`config.mk`:
```
export PLATFORM = sky130hd
export DESIGN_NAME = tdm_slot_select
export DESIGN_NICKNAME = d
export VERILOG_FILES = /design/src/rtl/tdm_slot_pkg.sv /design/src/rtl/tdm_slot_counter.sv /design/src/rtl/tdm_chan_map.sv /design/src/rtl/tdm_mode_decode.sv /design/src/rtl/tdm_slot_select.sv
export SDC_FILE = /design/constraint.sdc
export NUM_CORES = 1
export LEC_CHECK = 0
export ABC_AREA = 1
export BUFFER_PORTS_ARGS = -buffer_cell sky130_fd_sc_hd__buf_2
export CAP_MARGIN = 5
export CORE_AREA = 2 2 114 116
export CTS_BUF_LIST = sky130_fd_sc_hd__clkbuf_8
export CTS_CLUSTER_SIZE = 24
export DETAILED_ROUTE_END_ITERATION = 8
export DIE_AREA = 0 0 116 118
export GPL_TIMING_DRIVEN = 1
export PLACE_DENSITY = 0.58
export SYNTH_ARGS = -nofsm -noshare
export SYNTH_HDL_FRONTEND = slang
export SYNTH_SLANG_ARGS = --single-unit
```
`constraint.sdc`:
```
create_clock -name clk -period 5.4 [get_ports clk]
set_clock_uncertainty 0.15 [all_clocks]
set_input_delay 0.27 -clock clk [delete_from_list [all_inputs] [get_ports clk]]
set_output_delay 0.27 -clock clk [all_outputs]
set_load 0.02 [all_outputs]
```
`src/rtl/tdm_slot_pkg.sv`:
```
package tdm_slot_pkg;
  typedef enum logic [1:0] {
    SEL_OFF       = 2'b00,
    SEL_TX_ENABLE = 2'b01,
    SEL_TX_MASK   = 2'b10,
    SEL_RX_BORROW = 2'b11
  } sel_mode_e;
endpackage

```
`src/rtl/tdm_slot_counter.sv`:
```
module tdm_slot_counter #(
  parameter int SLOT_W       = 7,
  parameter int NARROW_SLOTS = 64,
  parameter int WIDE_SLOTS   = 128
) (
  input  logic              clk,
  input  logic              rst_n,
  input  logic              frame_sync,
  input  logic              slot_adv,
  input  logic              wide_sel,
  output logic              active,
  output logic [SLOT_W-1:0] slot
);
  localparam logic [SLOT_W-1:0] LAST_N = SLOT_W'(NARROW_SLOTS - 1);
  localparam logic [SLOT_W-1:0] LAST_W = SLOT_W'(WIDE_SLOTS - 1);

  logic [SLOT_W-1:0] last_slot;
  assign last_slot = wide_sel ? LAST_W : LAST_N;

  always_ff @(posedge clk) begin
    if (!rst_n) begin
      active <= 1'b0;
      slot   <= '0;
    end else if (frame_sync) begin
      active <= 1'b1;
      slot   <= '0;
    end else if (slot_adv && active) begin
      if (slot >= last_slot) begin
        active <= 1'b0;
        slot   <= '0;
      end else begin
        slot <= slot + 1'b1;
      end
    end
  end

  AST_SYNC_START: assert property (@(posedge clk) disable iff (!rst_n)
    frame_sync |=> (active && slot == '0));
  AST_STEP_ONE: assert property (@(posedge clk) disable iff (!rst_n)
    (active && slot_adv && !frame_sync && slot < last_slot) |=> (active && slot == $past(slot) + 1'b1));
  AST_IDLE_HOLD: assert property (@(posedge clk) disable iff (!rst_n)
    (!active && !frame_sync) |=> !active);
endmodule

```
`src/rtl/tdm_chan_map.sv`:
```
module tdm_chan_map #(
  parameter int BLK_CH  = 16,
  parameter int NUM_BLK = 8,
  parameter int SLOT_W  = 7
) (
  input  logic                       clk,
  input  logic                       rst_n,
  input  logic                       active,
  input  logic [SLOT_W-1:0]          slot,
  input  logic                       wide_sel,
  input  logic [$clog2(NUM_BLK)-2:0] blk_a,
  input  logic [$clog2(NUM_BLK)-2:0] blk_b,
  input  logic [BLK_CH*NUM_BLK-1:0]  rx_en,
  input  logic [BLK_CH*NUM_BLK-1:0]  tx_en,
  output logic [SLOT_W-1:0]          ch_idx,
  output logic                       rx_bit,
  output logic                       tx_bit
);
  localparam int OFS_W = $clog2(BLK_CH);
  localparam int BLK_W = $clog2(NUM_BLK);
  localparam int NB_W  = OFS_W + 1;

  logic              part_b;
  logic [OFS_W-1:0]  ofs;
  logic [BLK_W-1:0]  blk;
  logic [NB_W-1:0]   narrow_bit;
  logic [SLOT_W-1:0] narrow_idx;

  assign part_b     = slot[OFS_W];
  assign ofs        = slot[OFS_W-1:0];
  assign blk        = part_b ? {blk_b, 1'b1} : {blk_a, 1'b0};
  assign narrow_idx = SLOT_W'({blk, ofs});
  assign narrow_bit = {part_b, ofs};

  always_comb begin
    if (wide_sel) begin
      ch_idx = slot;
      rx_bit = rx_en[slot];
      tx_bit = tx_en[slot];
    end else begin
      ch_idx = narrow_idx;
      rx_bit = rx_en[narrow_bit];
      tx_bit = tx_en[narrow_bit];
    end
  end

  AST_PART_PARITY: assert property (@(posedge clk) disable iff (!rst_n)
    (active && !wide_sel) |-> (ch_idx[OFS_W] == slot[OFS_W]));
endmodule

```
`src/rtl/tdm_mode_decode.sv`:
```
module tdm_mode_decode
  import tdm_slot_pkg::*;
(
  input  logic      clk,
  input  logic      rst_n,
  input  logic      active,
  input  sel_mode_e mode,
  input  logic      rx_bit,
  input  logic      tx_bit,
  output logic      ch_en,
  output logic      ch_mask,
  output logic      drive_en
);
  logic en_raw, mask_raw;

  always_comb begin
    unique case (mode)
      SEL_OFF:       begin en_raw = 1'b1;   mask_raw = 1'b0;              end
      SEL_TX_ENABLE: begin en_raw = tx_bit; mask_raw = 1'b0;              end
      SEL_TX_MASK:   begin en_raw = 1'b1;   mask_raw = !tx_bit;           end
      SEL_RX_BORROW: begin en_raw = rx_bit; mask_raw = rx_bit && !tx_bit; end
      default:       begin en_raw = 1'b0;   mask_raw = 1'b0;              end
    endcase
  end

  assign ch_en    = active && en_raw;
  assign ch_mask  = active && mask_raw;
  assign drive_en = ch_en && !ch_mask;

  AST_OFF_ALL_ON: assert property (@(posedge clk) disable iff (!rst_n)
    (active && mode == SEL_OFF) |-> (ch_en && !ch_mask));
  AST_TXEN_UNMASKED: assert property (@(posedge clk) disable iff (!rst_n)
    (active && mode == SEL_TX_ENABLE) |-> !ch_mask);
  AST_TXMASK_ENABLED: assert property (@(posedge clk) disable iff (!rst_n)
    (active && mode == SEL_TX_MASK) |-> ch_en);
  AST_MASK_NEEDS_EN: assert property (@(posedge clk) disable iff (!rst_n)
    ch_mask |-> ch_en);
endmodule

```
`src/rtl/tdm_slot_select.sv`:
```
module tdm_slot_select
  import tdm_slot_pkg::*;
#(
  parameter int BLK_CH       = 16,
  parameter int NUM_BLK      = 8,
  parameter int NARROW_SLOTS = 64
) (
  input  logic                               clk,
  input  logic                               rst_n,
  input  logic                               frame_sync,
  input  logic                               slot_adv,
  input  logic [1:0]                         sel_mode,
  input  logic                               wide_sel,
  input  logic [$clog2(NUM_BLK)-2:0]         blk_a,
  input  logic [$clog2(NUM_BLK)-2:0]         blk_b,
  input  logic [BLK_CH*NUM_BLK-1:0]          rx_en,
  input  logic [BLK_CH*NUM_BLK-1:0]          tx_en,
  output logic                               active,
  output logic [$clog2(BLK_CH*NUM_BLK)-1:0]  ch_idx,
  output logic                               ch_en,
  output logic                               ch_mask,
  output logic                               drive_en
);
  localparam int WIDE_CH = BLK_CH * NUM_BLK;
  localparam int SLOT_W  = $clog2(WIDE_CH);

  logic [SLOT_W-1:0] slot, map_idx;
  logic              rx_bit, tx_bit;

  tdm_slot_counter #(.SLOT_W(SLOT_W), .NARROW_SLOTS(NARROW_SLOTS), .WIDE_SLOTS(WIDE_CH)) u_cnt (
    .clk(clk), .rst_n(rst_n), .frame_sync(frame_sync), .slot_adv(slot_adv),
    .wide_sel(wide_sel), .active(active), .slot(slot)
  );

  tdm_chan_map #(.BLK_CH(BLK_CH), .NUM_BLK(NUM_BLK), .SLOT_W(SLOT_W)) u_map (
    .clk(clk), .rst_n(rst_n), .active(active), .slot(slot), .wide_sel(wide_sel),
    .blk_a(blk_a), .blk_b(blk_b), .rx_en(rx_en), .tx_en(tx_en),
    .ch_idx(map_idx), .rx_bit(rx_bit), .tx_bit(tx_bit)
  );

  tdm_mode_decode u_dec (
    .clk(clk), .rst_n(rst_n), .active(active), .mode(sel_mode_e'(sel_mode)),
    .rx_bit(rx_bit), .tx_bit(tx_bit),
    .ch_en(ch_en), .ch_mask(ch_mask), .drive_en(drive_en)
  );

  assign ch_idx = active ? map_idx : '0;

  AST_IDLE_QUIET: assert property (@(posedge clk) disable iff (!rst_n)
    !active |-> (!drive_en && !ch_en && !ch_mask && ch_idx == '0));
  AST_RESET_IDLE: assert property (@(posedge clk)
    !rst_n |=> !active);
endmodule

```
# [Yosys cells after proc, flatten, opt, wreduce, memory -nomap -nowiden]
# Index checks and enable logic that the tools add are counted.
[totals] regBits=8 latch_bits=0 ram_bits=0 romBits=0 in_bits=267 output_inout_bits=11 word_cells=44 memories=0
[classes] addsub=1 multipliers=0 n_div=0 n_lt_le_gt_ge=3 eq_ne=3 shifts=0 n_mux=20 bitwise=1 n_reduce_logical=14
[op_table] op="$mux 7" count=4
[op_table] op="$bmux 1 s7" count=2
[op_table] op="$bmux 1 s5" count=2
[op_table] op="$mux 1" count=9
[op_table] op="$lt 5x8->1 const B" count=1
[op_table] op="$lt 7x8->1 const B" count=1
[op_table] op="$add 7x1->7 const B" count=1
[op_table] op="$ge 7x7->1" count=1
[op_table] op="$pmux 1 s3" count=2
[op_table] op="$reduce_or 2->1" count=3
[op_table] op="$logic_and 1x1->1" count=5
[op_table] op="$eq 2x2->1 const B" count=2
[op_table] op="$reduce_bool 2->1" count=2
[op_table] op="$mux 3" count=1
[op_table] op="$eq 2x1->1 const B" count=1
[op_table] op="$logic_not 1->1" count=2
[op_table] op="$logic_not 2->1" count=1
[op_table] op="$reduce_and 2->1" count=1
[op_table] op="$not 1->1" count=1

# [Depth between registers and ports, before layout]
# Gate-level depths: netlist (run 1).
[logic_depth] word_depth=9 depth_mapped=19 mapped_depth_nobuf=17

# [By module]
# Synthesis (run 1) repeated with hierarchy kept, for this count alone.
[hier_totals] hier_cells=698 area_unflattened_um2=3288.2
[modules_own_cells] mod="tdm_chan_map" instances=1 cells_each=621 area_per_inst_um2=2758.9 seq_area_each_um2=0.0
[modules_own_cells] mod="tdm_slot_counter" instances=1 cells_each=52 area_per_inst_um2=425.4 seq_area_each_um2=160.2
[modules_own_cells] mod="tdm_slot_select" instances=1 cells_each=14 area_per_inst_um2=52.6 seq_area_each_um2=0.0
[modules_own_cells] mod="tdm_mode_decode" instances=1 cells_each=11 area_per_inst_um2=51.3 seq_area_each_um2=0.0

# [Worst setup path after synthesis (run 1)]
# OpenSTA, ideal clock, no wires.
[synth_timing] kind="register to output" start="register u_cnt.slot[0]" end="output port drive_en" arrival_ns=1.781 required_ns=4.980 setup_slack_ns=3.199 stages_incl_launch_ff=17 path_buffers=3 cell_sequence="dfxtp_1 buf_6 inv_4 buf_12 buf_6 nand2_1 nand3_1 nand3_1 nand2_1 a21oi_1 nand2_1 nand3_1 nand2_1 nand2_1 nand4_1 nor2_2 nor2_2"
[synth_via] elab_chain_len=9 elab_cells_between_ends=18 cone_classes="12 x mux; 6 x reduce/logical"
[synth_rtl] item="from (decl)" line="tdm_slot_counter.sv:12" source="output logic [SLOT_W-1:0] slot"
[synth_rtl] item="from (signal assigned)" line="tdm_slot_counter.sv:32" source="slot <= slot + 1'b1;"
[synth_rtl] item="$bmux 1 s7 or $bmux 1 s5 (tied branches)" line="tdm_chan_map.sv:39, tdm_chan_map.sv:43"
[synth_rtl] item="$mux 1, on equally long branches" line="tdm_chan_map.sv:39, tdm_chan_map.sv:43"
[synth_rtl] item="$mux 1" line="tdm_chan_map.sv:36" source="if (wide_sel) begin"
[synth_rtl] item="$logic_not 1->1" line="tdm_mode_decode.sv:20, tdm_mode_decode.sv:21"
[synth_rtl] item="$logic_and 1x1->1" line="tdm_mode_decode.sv:21" source="SEL_RX_BORROW: begin en_raw = rx_bit; mask_raw = rx_bit && !tx_bit; end"
[synth_rtl] item="$pmux 1 s3 *" line="tdm_mode_decode.sv:17" source="unique case (mode)"
[synth_rtl] item="$logic_and 1x1->1 *" line="tdm_mode_decode.sv:27" source="assign ch_mask = active && mask_raw;"
[synth_rtl] item="named net ch_mask" line="tdm_slot_select.sv:21" source="output logic ch_mask,"
[synth_rtl] item="$logic_not 1->1 *" line="tdm_mode_decode.sv:28" source="assign drive_en = ch_en && !ch_mask;"
[synth_rtl] item="$logic_and 1x1->1 *" line="tdm_mode_decode.sv:28"
[synth_rtl] item="to (decl)" line="tdm_slot_select.sv:22" source="output logic drive_en"
# Mark *: on every way through the listed nets, which the timed path passes. The rest lies on a longest branch. The select of a mux whose other input is x is not followed.

# [Worst setup path after layout (run 1)]
[layout_timing] start="register u_cnt.slot[0]" end="output port drive_en"
[layout_via] elab_chain_len=9 elab_cells_between_ends=18 cone_classes="12 x mux; 6 x reduce/logical"
[layout_rtl] item="$bmux 1 s7 or $bmux 1 s5 (tied branches)" line="tdm_chan_map.sv:39, tdm_chan_map.sv:43"
[layout_rtl] item="$mux 1, on equally long branches" line="tdm_chan_map.sv:39, tdm_chan_map.sv:43"
[layout_rtl] item="$mux 1" line="tdm_chan_map.sv:36"
[layout_rtl] item="$logic_not 1->1" line="tdm_mode_decode.sv:20, tdm_mode_decode.sv:21"
[layout_rtl] item="$logic_and 1x1->1" line="tdm_mode_decode.sv:21"
[layout_rtl] item="$pmux 1 s3" line="tdm_mode_decode.sv:17"
[layout_rtl] item="$logic_and 1x1->1" line="tdm_mode_decode.sv:27"
[layout_rtl] item="$logic_not 1->1" line="tdm_mode_decode.sv:28"
[layout_rtl] item="$logic_and 1x1->1 *" line="tdm_mode_decode.sv:28"
# Mark *: on every way between the ends. The rest lies on a longest branch, timed or not. The select of a mux whose other input is x is not followed.

==> run metrics, run 1 <==
CTS tree built; first-pass GRT wire length 24500 um; gpl congestion between 0.8 and 0.9; HPWL Detailed around 13000 um; crit path kind register to output pin; worst endpoint required time between 4 and 5 ns; mapped cell area ~3400 um2; peak ir drop on the vdd network 0.000147 V; die height ~120 um; CP startpoint kind register; count of state elements after synthesis 8; core area 12400 um2; Worst-Margin Slew ~1.2 ns; uppermost layer routed met4; largest net degree at the start of global routing 130; f_max around 270 MHz; power share of the combinational group a little over 60%; Iter 0 DRT Violations 229; Met2 Wirelength roughly 8300 um; Sink Count 8; metal3 WL ~1000 um; hold path startpoint frame_sync; P_int ~0.22 mW; Post-route DRC 0; vias in the first global route about 5000; vias per cell roughly 4.7; crit-path cells inv_4, nand2_1, nand3_1, nand2_1, nand2_1, nand2_1, inv_1, nand2_1, nand2_1, nand2_1, inv_1, nand2_1, nand2_1, nand4_1, nor2_2, nor2_2, buf_2; final wirelength ~16000 um; Ports 278; setup violators final 0; IO buf count 277; crit path max fanout between 100 and 150; CTS clock-pin slew for the worst setup and hold paths approximately 0.040 ns; Critical Path Most Common Cell nand2_1; Placed Instances roughly 1100; sw frac 40.0%; initial core utilization 27.3%; Final Hold Viols 0; Post-CTS Repair Setup Buffers 0; via count about 5300; clock group share of total power about a fifth; synthesized area per cell about 4.7 um2; Max Cap Viol 0; status finished, final reports clean; register area share after synthesis roughly 4.7%; Total Routing Usage GR 22.2%; Num CTS Buffers 3; Pre-Repair DR Iteration Count 7; area grow syn2layout 37.9%; Reg-to-Reg Start u_cnt.slot[2]$_SDFFE_PP0P_; Hold WC Path Type input pin to register; Leakage about 2.8 nW; Rows 41; Setup TNS 0 ns; number of antenna violations at the first check in global routing 1; Post-Syn Instances ~720; Critical path origin u_cnt.slot[0]$_SDFFE_PP0P_; H-tree depth 1; RSZ-0062 raised after global routing false; Final Cycle Share 67.5%; met1 wire length between 6000 and 7000 um; share of cells above drive strength 1 30.6%; Pins Over Slew Limit 0; Non-Filler Instances approximately 1100; post-route antenna net violation count 0; grt ovf 0; minimum clock period 3.64 ns; post-CTS sizing 0; clock root cell clkbuf_8; Reg power frac approximately 18%; Crit. End Element output pin; CP max-delay cell inv_4; CTS Hold Buffers Added 0; fin nets 1227; Slew headroom a little over a fifth; Critical Path AT around 3.2 ns; Die Area ~14000 um2; chip width approximately 120 um; Netlist cell types 29; clock latency on the worst-skew pair roughly 0.23 ns; CTS Buffer Depth 2; Synth Net Count about 990; DR WL/cell about 15 um; Yosys warnings 0; CP peak stage delay about 0.9 ns; design area 4680 um2; Pwr Density around 80 nW/um2; DP Area 4630 um2; switching power 0.149 mW
-- critical path: cells and delay by family, from the launching register on --
kind	cells	cell delay [ns]
DFF	1	0.53
buffers and inverters	4	1.15
and+or+nand+nor	13	1.13
-- path summary, 6_finish.rpt --
kind                                              endpoint  slack, ns  cells past startpoint
worst max register to register  u_cnt.slot[1]$_SDFFE_PP0P_       2.33                      8
worst min-delay path             u_cnt.active$_SDFFE_PN0P_       0.11                      3
worst min register to register  u_cnt.slot[6]$_SDFFE_PP0P_       0.46                      2
worst max-delay path                              drive_en       1.76                     17
-- metal layers --
metal	global-route usage, %	vias to the layer above
met5	0	-
met4	2.68	0
met3	2.42	14
met2	41.8	192
met1	27.4	2332
li1	-	2759
-- logic make-up after synthesis --
group / count (synthesis) / synth area share (%)
compound gates: 108 / 16.7
xor+xnor: 4 / 1.03
fa+ha+maj: 2 / 0.737
buf+inv: 111 / 18.2
flops: 8 / 4.72
simple gates: 491 / 58.6
-- flip-flops by register name (all words and copies together) (netlist names) --
signal        cells
u_cnt.active      1
u_cnt.slot        7
-- cell usage in the layout (no fill, tap or decap) --
cell type / count
a41oi_1: 1
buf_4: 3
nand4_1: 3
o21ai_1: 30
nand3_1: 100
a211oi_1: 1
ha_1: 2
nor3_1: 2
dfxtp_4: 1
or2_2: 1
dfxtp_2: 1
nor2_1: 148
inv_2: 2
dfxtp_1: 6
nor4_1: 1
a21boi_1: 1
a21oi_1: 14
clkinv_1: 3
nand2_1: 233
diode_2: 1
inv_4: 1
o21ai_0: 55
a31o_2: 1
inv_1: 55
nor2_2: 3
clkbuf_8: 3
o211ai_1: 5
xor2_1: 4
buf_2: 277
-- Yosys cell counts (all sizes together) --
| library cell | count | area [um2] |
|---|---|---|
| a211oi | 1 | 7.51 |
| a21boi | 1 | 7.51 |
| a21oi | 14 | 70.1 |
| a31o | 1 | 8.76 |
| a41oi | 1 | 8.76 |
| buf | 45 | 368 |
| clkbuf | 6 | 22.5 |
| clkinv | 3 | 11.3 |
| dfxtp | 8 | 160 |
| ha | 2 | 25.0 |
| inv | 57 | 216 |
| nand2 | 233 | 875 |
| nand3 | 100 | 500 |
| nand4 | 3 | 18.8 |
| nor2 | 151 | 574 |
| nor3 | 2 | 10.0 |
| nor4 | 1 | 6.26 |
| o211ai | 5 | 37.5 |
| o21ai | 85 | 425 |
| or2 | 1 | 6.26 |
| xor2 | 4 | 35.0 |
-- layout make-up --
cell class | count | area (um2)
multi-input combinational | 605 | 2620
sequential | 8 | 165
clock buffer | 3 | 41.3
inverter | 60 | 228
antenna | 1 | 2.50
fill | 1555 | 7730
clock inverter | 1 | 3.75
tap | 172 | 215
timing repair buffer | 280 | 1410
-- power by group through the flow --
stage | sequential [mW] | clock [mW] | combinational (mW)
after floorplan | 0.0625 | 0 | 0.121
after global placement | 0.0672 | 0 | 0.235
after detailed placement | 0.0672 | 0 | 0.233
after CTS | 0.0661 | 0.0757 | 0.234
after global routing | 0.0668 | 0.0809 | 0.263
final | 0.0659 | 0.0748 | 0.232
-- stage by stage --
stage / utilization, % / power, mW / setup WS [ns] / hold WS (ns)
floorplan: - / 0.183 / 3.20 / 0.237
global placement: 37.3 / 0.302 / 1.97 / 0.352
detailed placement: 37.3 / 0.300 / 2.00 / 0.347
CTS: 37.7 / 0.376 / 1.74 / 0.108
global route: 37.7 / 0.411 / 1.41 / 0.147
finish: 37.7 / 0.373 / 1.76 / 0.112
Note: power is estimated with default switching activity, not from simulation.
==> inputs of run 2 (changes only) <==
--- a/config.mk
+++ b/config.mk
@@ -5,16 +5,16 @@
 export SDC_FILE = /design/constraint.sdc
 export NUM_CORES = 1
 export LEC_CHECK = 0
-export ABC_AREA = 1
+export ABC_AREA = 0
 export BUFFER_PORTS_ARGS = -buffer_cell sky130_fd_sc_hd__buf_2
 export CAP_MARGIN = 5
-export CORE_AREA = 2 2 114 116
+export CORE_AREA = 2 2 108 110
 export CTS_BUF_LIST = sky130_fd_sc_hd__clkbuf_8
 export CTS_CLUSTER_SIZE = 24
 export DETAILED_ROUTE_END_ITERATION = 8
-export DIE_AREA = 0 0 116 118
+export DIE_AREA = 0 0 110 112
 export GPL_TIMING_DRIVEN = 1
-export PLACE_DENSITY = 0.58
+export PLACE_DENSITY = 0.61
 export SYNTH_ARGS = -nofsm -noshare
 export SYNTH_HDL_FRONTEND = slang
 export SYNTH_SLANG_ARGS = --single-unit
==> constraint.sdc (replaced) <==
create_clock -name clk -period 2.9 [get_ports clk]
set_clock_uncertainty 0.15 [all_clocks]
set_input_delay 0.145 -clock clk [delete_from_list [all_inputs] [get_ports clk]]
set_output_delay 0.145 -clock clk [all_outputs]
set_load 0.02 [all_outputs]
==> run 2 against run 1 <==
  * Combinational power is 73% higher
  * Critical path type unchanged
  * The run now ends with setup timing left
  * Sequential share of layout area is essentially flat
  * Die area decreased by 10%
  * Synthesized area is 15% lower
  * Global-route usage up 1.2 points
==> run metrics, run 2 <==
largest register by flop count u_cnt.slot; mapped cell area 2890 um2 (-15%); Power Total 0.663 mW (+78%); Hold WC Path Type input pin to register; Commonest cells post-synth mux4_2, nor2_1, mux2i_1; Post-synth EDFFs 0 (unchanged); register area share after synthesis 5.54% (+0.82 points); Critical Path AT 2.62 ns (-0.60 ns); Sink Count 8 (unchanged); FF-to-FF path depth 11 (+3); DR WL/cell 20.9 um (+44%); HPWL Detailed 12200 um (-2.7%); Pins Over Slew Limit 0 (unchanged); most frequent cells in the layout buf_2, mux4_2, buf_4; Pre-Repair DR Iteration Count 4 (-3); Rows 39 (-4.9%); status finished with violations; count of state elements after synthesis 8 (unchanged); minimum clock period around 2.9 ns; fin nets 840 (-32%); Ports 278 (unchanged); Num CTS Buffers 3 (unchanged); cell with the most instances after synthesis mux4_2; CP max-delay cell dfxtp_4; Fill cells 1090 (-30%); Final Cycle Share 100%; CTS tree built; via count 3725 (-30%); number of antenna violations at the first check in global routing 0 (-1); core area 11200 um2 (-10%); ANT cells 0 (-1); hold depth 3 (unchanged); CP startpoint kind register; Hold Path Sink u_cnt.slot[1]$_SDFFE_PP0P_; design area 4960 um2 (+5.9%); Synth Net Count 536 (-46%); IO buf count 277 (unchanged); Total Routing Usage GR 23.4% (+1.2 points); Pwr Density 134 nW/um2 (+68%); clock group share of total power 22.3% (+2.3 points); Worst Setup Slack, final -0.0103 ns (-1.77 ns); clock root cell clkbuf_8; Die Area 12300 um2 (-10%); share of cells above drive strength 1 73.9% (+43 points); RSZ-0062 raised after global routing true; crit-path cells buf_12, buf_16, and3b_2, a221o_2, o311ai_4, o311ai_4, nor2_2, and4b_1, buf_6; largest net degree at the start of global routing 17 (-87%); hold path startpoint slot_adv; failing checks setup timing; switching power 0.206 mW (+38%); clock latency on the worst-skew pair 0.24 ns (about the same); WHS 0.0766 ns (-0.0352 ns); Post-Syn Instances 267 (-63%); DP Area 4450 um2 (-4.1%); ys async rst share 0% (unchanged); Reg-to-Reg Start u_cnt.slot[1]$_SDFFE_PP0P_; first-pass GRT wire length 21600 um (-12%); synthesized area per cell 10.8 um2 (+130%); Reg power frac 17.2% (-0.5 points); Max Cap Viol 0 (unchanged); Iter 0 DRT Violations 193 (-16%); sw frac 31.2% (-8.9 points); peak ir drop on the vdd network 0.000104 V (-29%); CP peak stage delay 0.40 ns (-0.48 ns); Yosys warnings 0 (unchanged); gpl congestion 0.891 (+5.0%); Critical path origin u_cnt.slot[0]$_SDFFE_PP0P_; Synth area leaders mux4_2, mux4_1, mux2i_1; power share of the combinational group 60.5% (-1.8 points); Leakage 2.21 nW (-20%); die height 112 um (-5.1%); worst endpoint required time 2.61 ns (-2.37 ns); Top Registers u_cnt.slot x7, u_cnt.active x1; final wirelength 14900 um (-9.1%); area grow syn2layout 71.4%; area of the multi-input gates 2590 um2 (-0.91%); H-tree depth 1 (unchanged); Netlist cell types 67 (+130%); chip width 110 um (-5.2%); commonest non-fill, non-tap cell in the layout buf_2; Worst R2R Setup Slack 0.33 ns (-2.00 ns); Main synth FF type dfxtp_1; Post-route DRC 0 (unchanged); vias per cell 5.22 (+11%); max reg flops 7 (unchanged); Critical Path Most Common Cell o311ai_4; Final Hold Viols 0 (unchanged); Worst-Margin Slew 0.415 ns (-0.762 ns); crit path kind register to output pin; grt ovf 0 (unchanged); P_int 0.456 mW (+100%); worst path bufs/invs 3 (-1); vias in the first global route 3984 (-20%); initial core utilization 25.9% (-1.5 points); crit path max fanout 15 (-88%); Reg area 173 um2 (+4.5%); worst r2r dst u_cnt.active$_SDFFE_PN0P_; Crit. End Element output pin; f_max between 300 and 400 MHz; CTS clock-pin slew for the worst setup and hold paths 0.05 ns (about the same); post-route antenna net violation count 0 (unchanged); largest area contributor in the netlist mux4_2; Slew headroom 72.3% (+51 points); Worst path top cell family by delay compound AO/OA/AOI/OAI gates; pre-CTS setup slack 0.0314 ns (-1.97 ns); CTS Buffer Depth 2 (unchanged); top cell type's share of synthesized area 31.9% (+6.2 points); setup violators final 1 (+1)
run 2: cell count changes after synthesis, moves of 9 or more:
cell     change
buf_2       -16
buf_6       -12
inv_1       -52
mux2_2      +14
mux2i_1     +21
mux4_1       +9
mux4_2      +41
nand2_1    -213
nand3_1     -92
nor2_1     -126
o21ai_0     -53
o21ai_1     -29
run 2: worst max-delay path by stage:
stage	endpoint	slack [ns]	cells after the start
2_1_floorplan	ch_en	0.34	9
3_3_place_gp	ch_mask	0.03	9
3_5_place_dp	ch_mask	0.03	9
4_1_cts	ch_mask	0.001	8
5_1_grt	ch_mask	-0.09	9
6_report	ch_mask	-0.01	9
run 2: worst register-to-register path, delay by kind of cell (launching register included):
kind,cells,cell delay (ns)
AO/OA/AOI/OAI,2,0.25
adder cells (fa/ha/maj),1,0.17
buffers and inverters,4,1.07
flip-flops,1,0.41
AND/OR/NAND/NOR,4,0.41
run 2: stage by stage:
step	cells	utilization, %	setup TNS [ns]
floorplan	267	-	0
global placement	683	39.8	0
detailed placement	683	39.8	0
CTS	703	42.7	0
global route	713	44.4	-0.214
finish	713	44.4	-0.0103
run 2: per-layer routing:
layer | track usage, % | share of wire [%] | vias to the layer above
li1 | - | - | 1722
met1 | 28.8 | 40 | 1763
met2 | 42.9 | 51 | 216
met3 | 3.04 | 7.3 | 24
met4 | 4.98 | 1.6 | 0
met5 | 0 | 0 | -
run 2: cell type report:
| class | count | area share (%) |
|---|---|---|
| multi-input combinational | 228 | 52.3 |
| timing repair buffer | 325 | 39.0 |
| tap | 143 | 3.61 |
| sequential | 8 | 3.48 |
| clock buffer | 3 | 0.833 |
| inverter | 5 | 0.656 |
| clock inverter | 1 | 0.0757 |
run 2: power groups by stage:
stage	clock [mW]	sequential, mW	combinational [mW]
6_report	0.148	0.114	0.401
5_1_grt	0.153	0.114	0.433
4_1_cts	0.147	0.113	0.386
3_5_place_dp	0	0.117	0.366
2_1_floorplan	0	0.117	0.146
3_3_place_gp	0	0.116	0.358
run 2: cell families after synthesis:
group                    after synthesis  share of synthesized area, %
multiplexers                          91                          55.3
AND/OR/NAND/NOR                       78                          13.5
AO/OA/AOI/OAI                         51                          13.8
buffers and inverters                 31                          9.21
flip-flops                             8                          5.54
XOR/XNOR                               6                          1.82
adder cells (fa/ha/maj)                2                         0.865
run 2: repair_timing:
action,4_1_cts,5_1_grt
pin swaps,3,13
buffers inserted,11,9
setup endpoints to repair,3,3
cloned,3,1
hold buffers,2,0
resized for setup,17,26
endpoints found under the hold margin,1,0
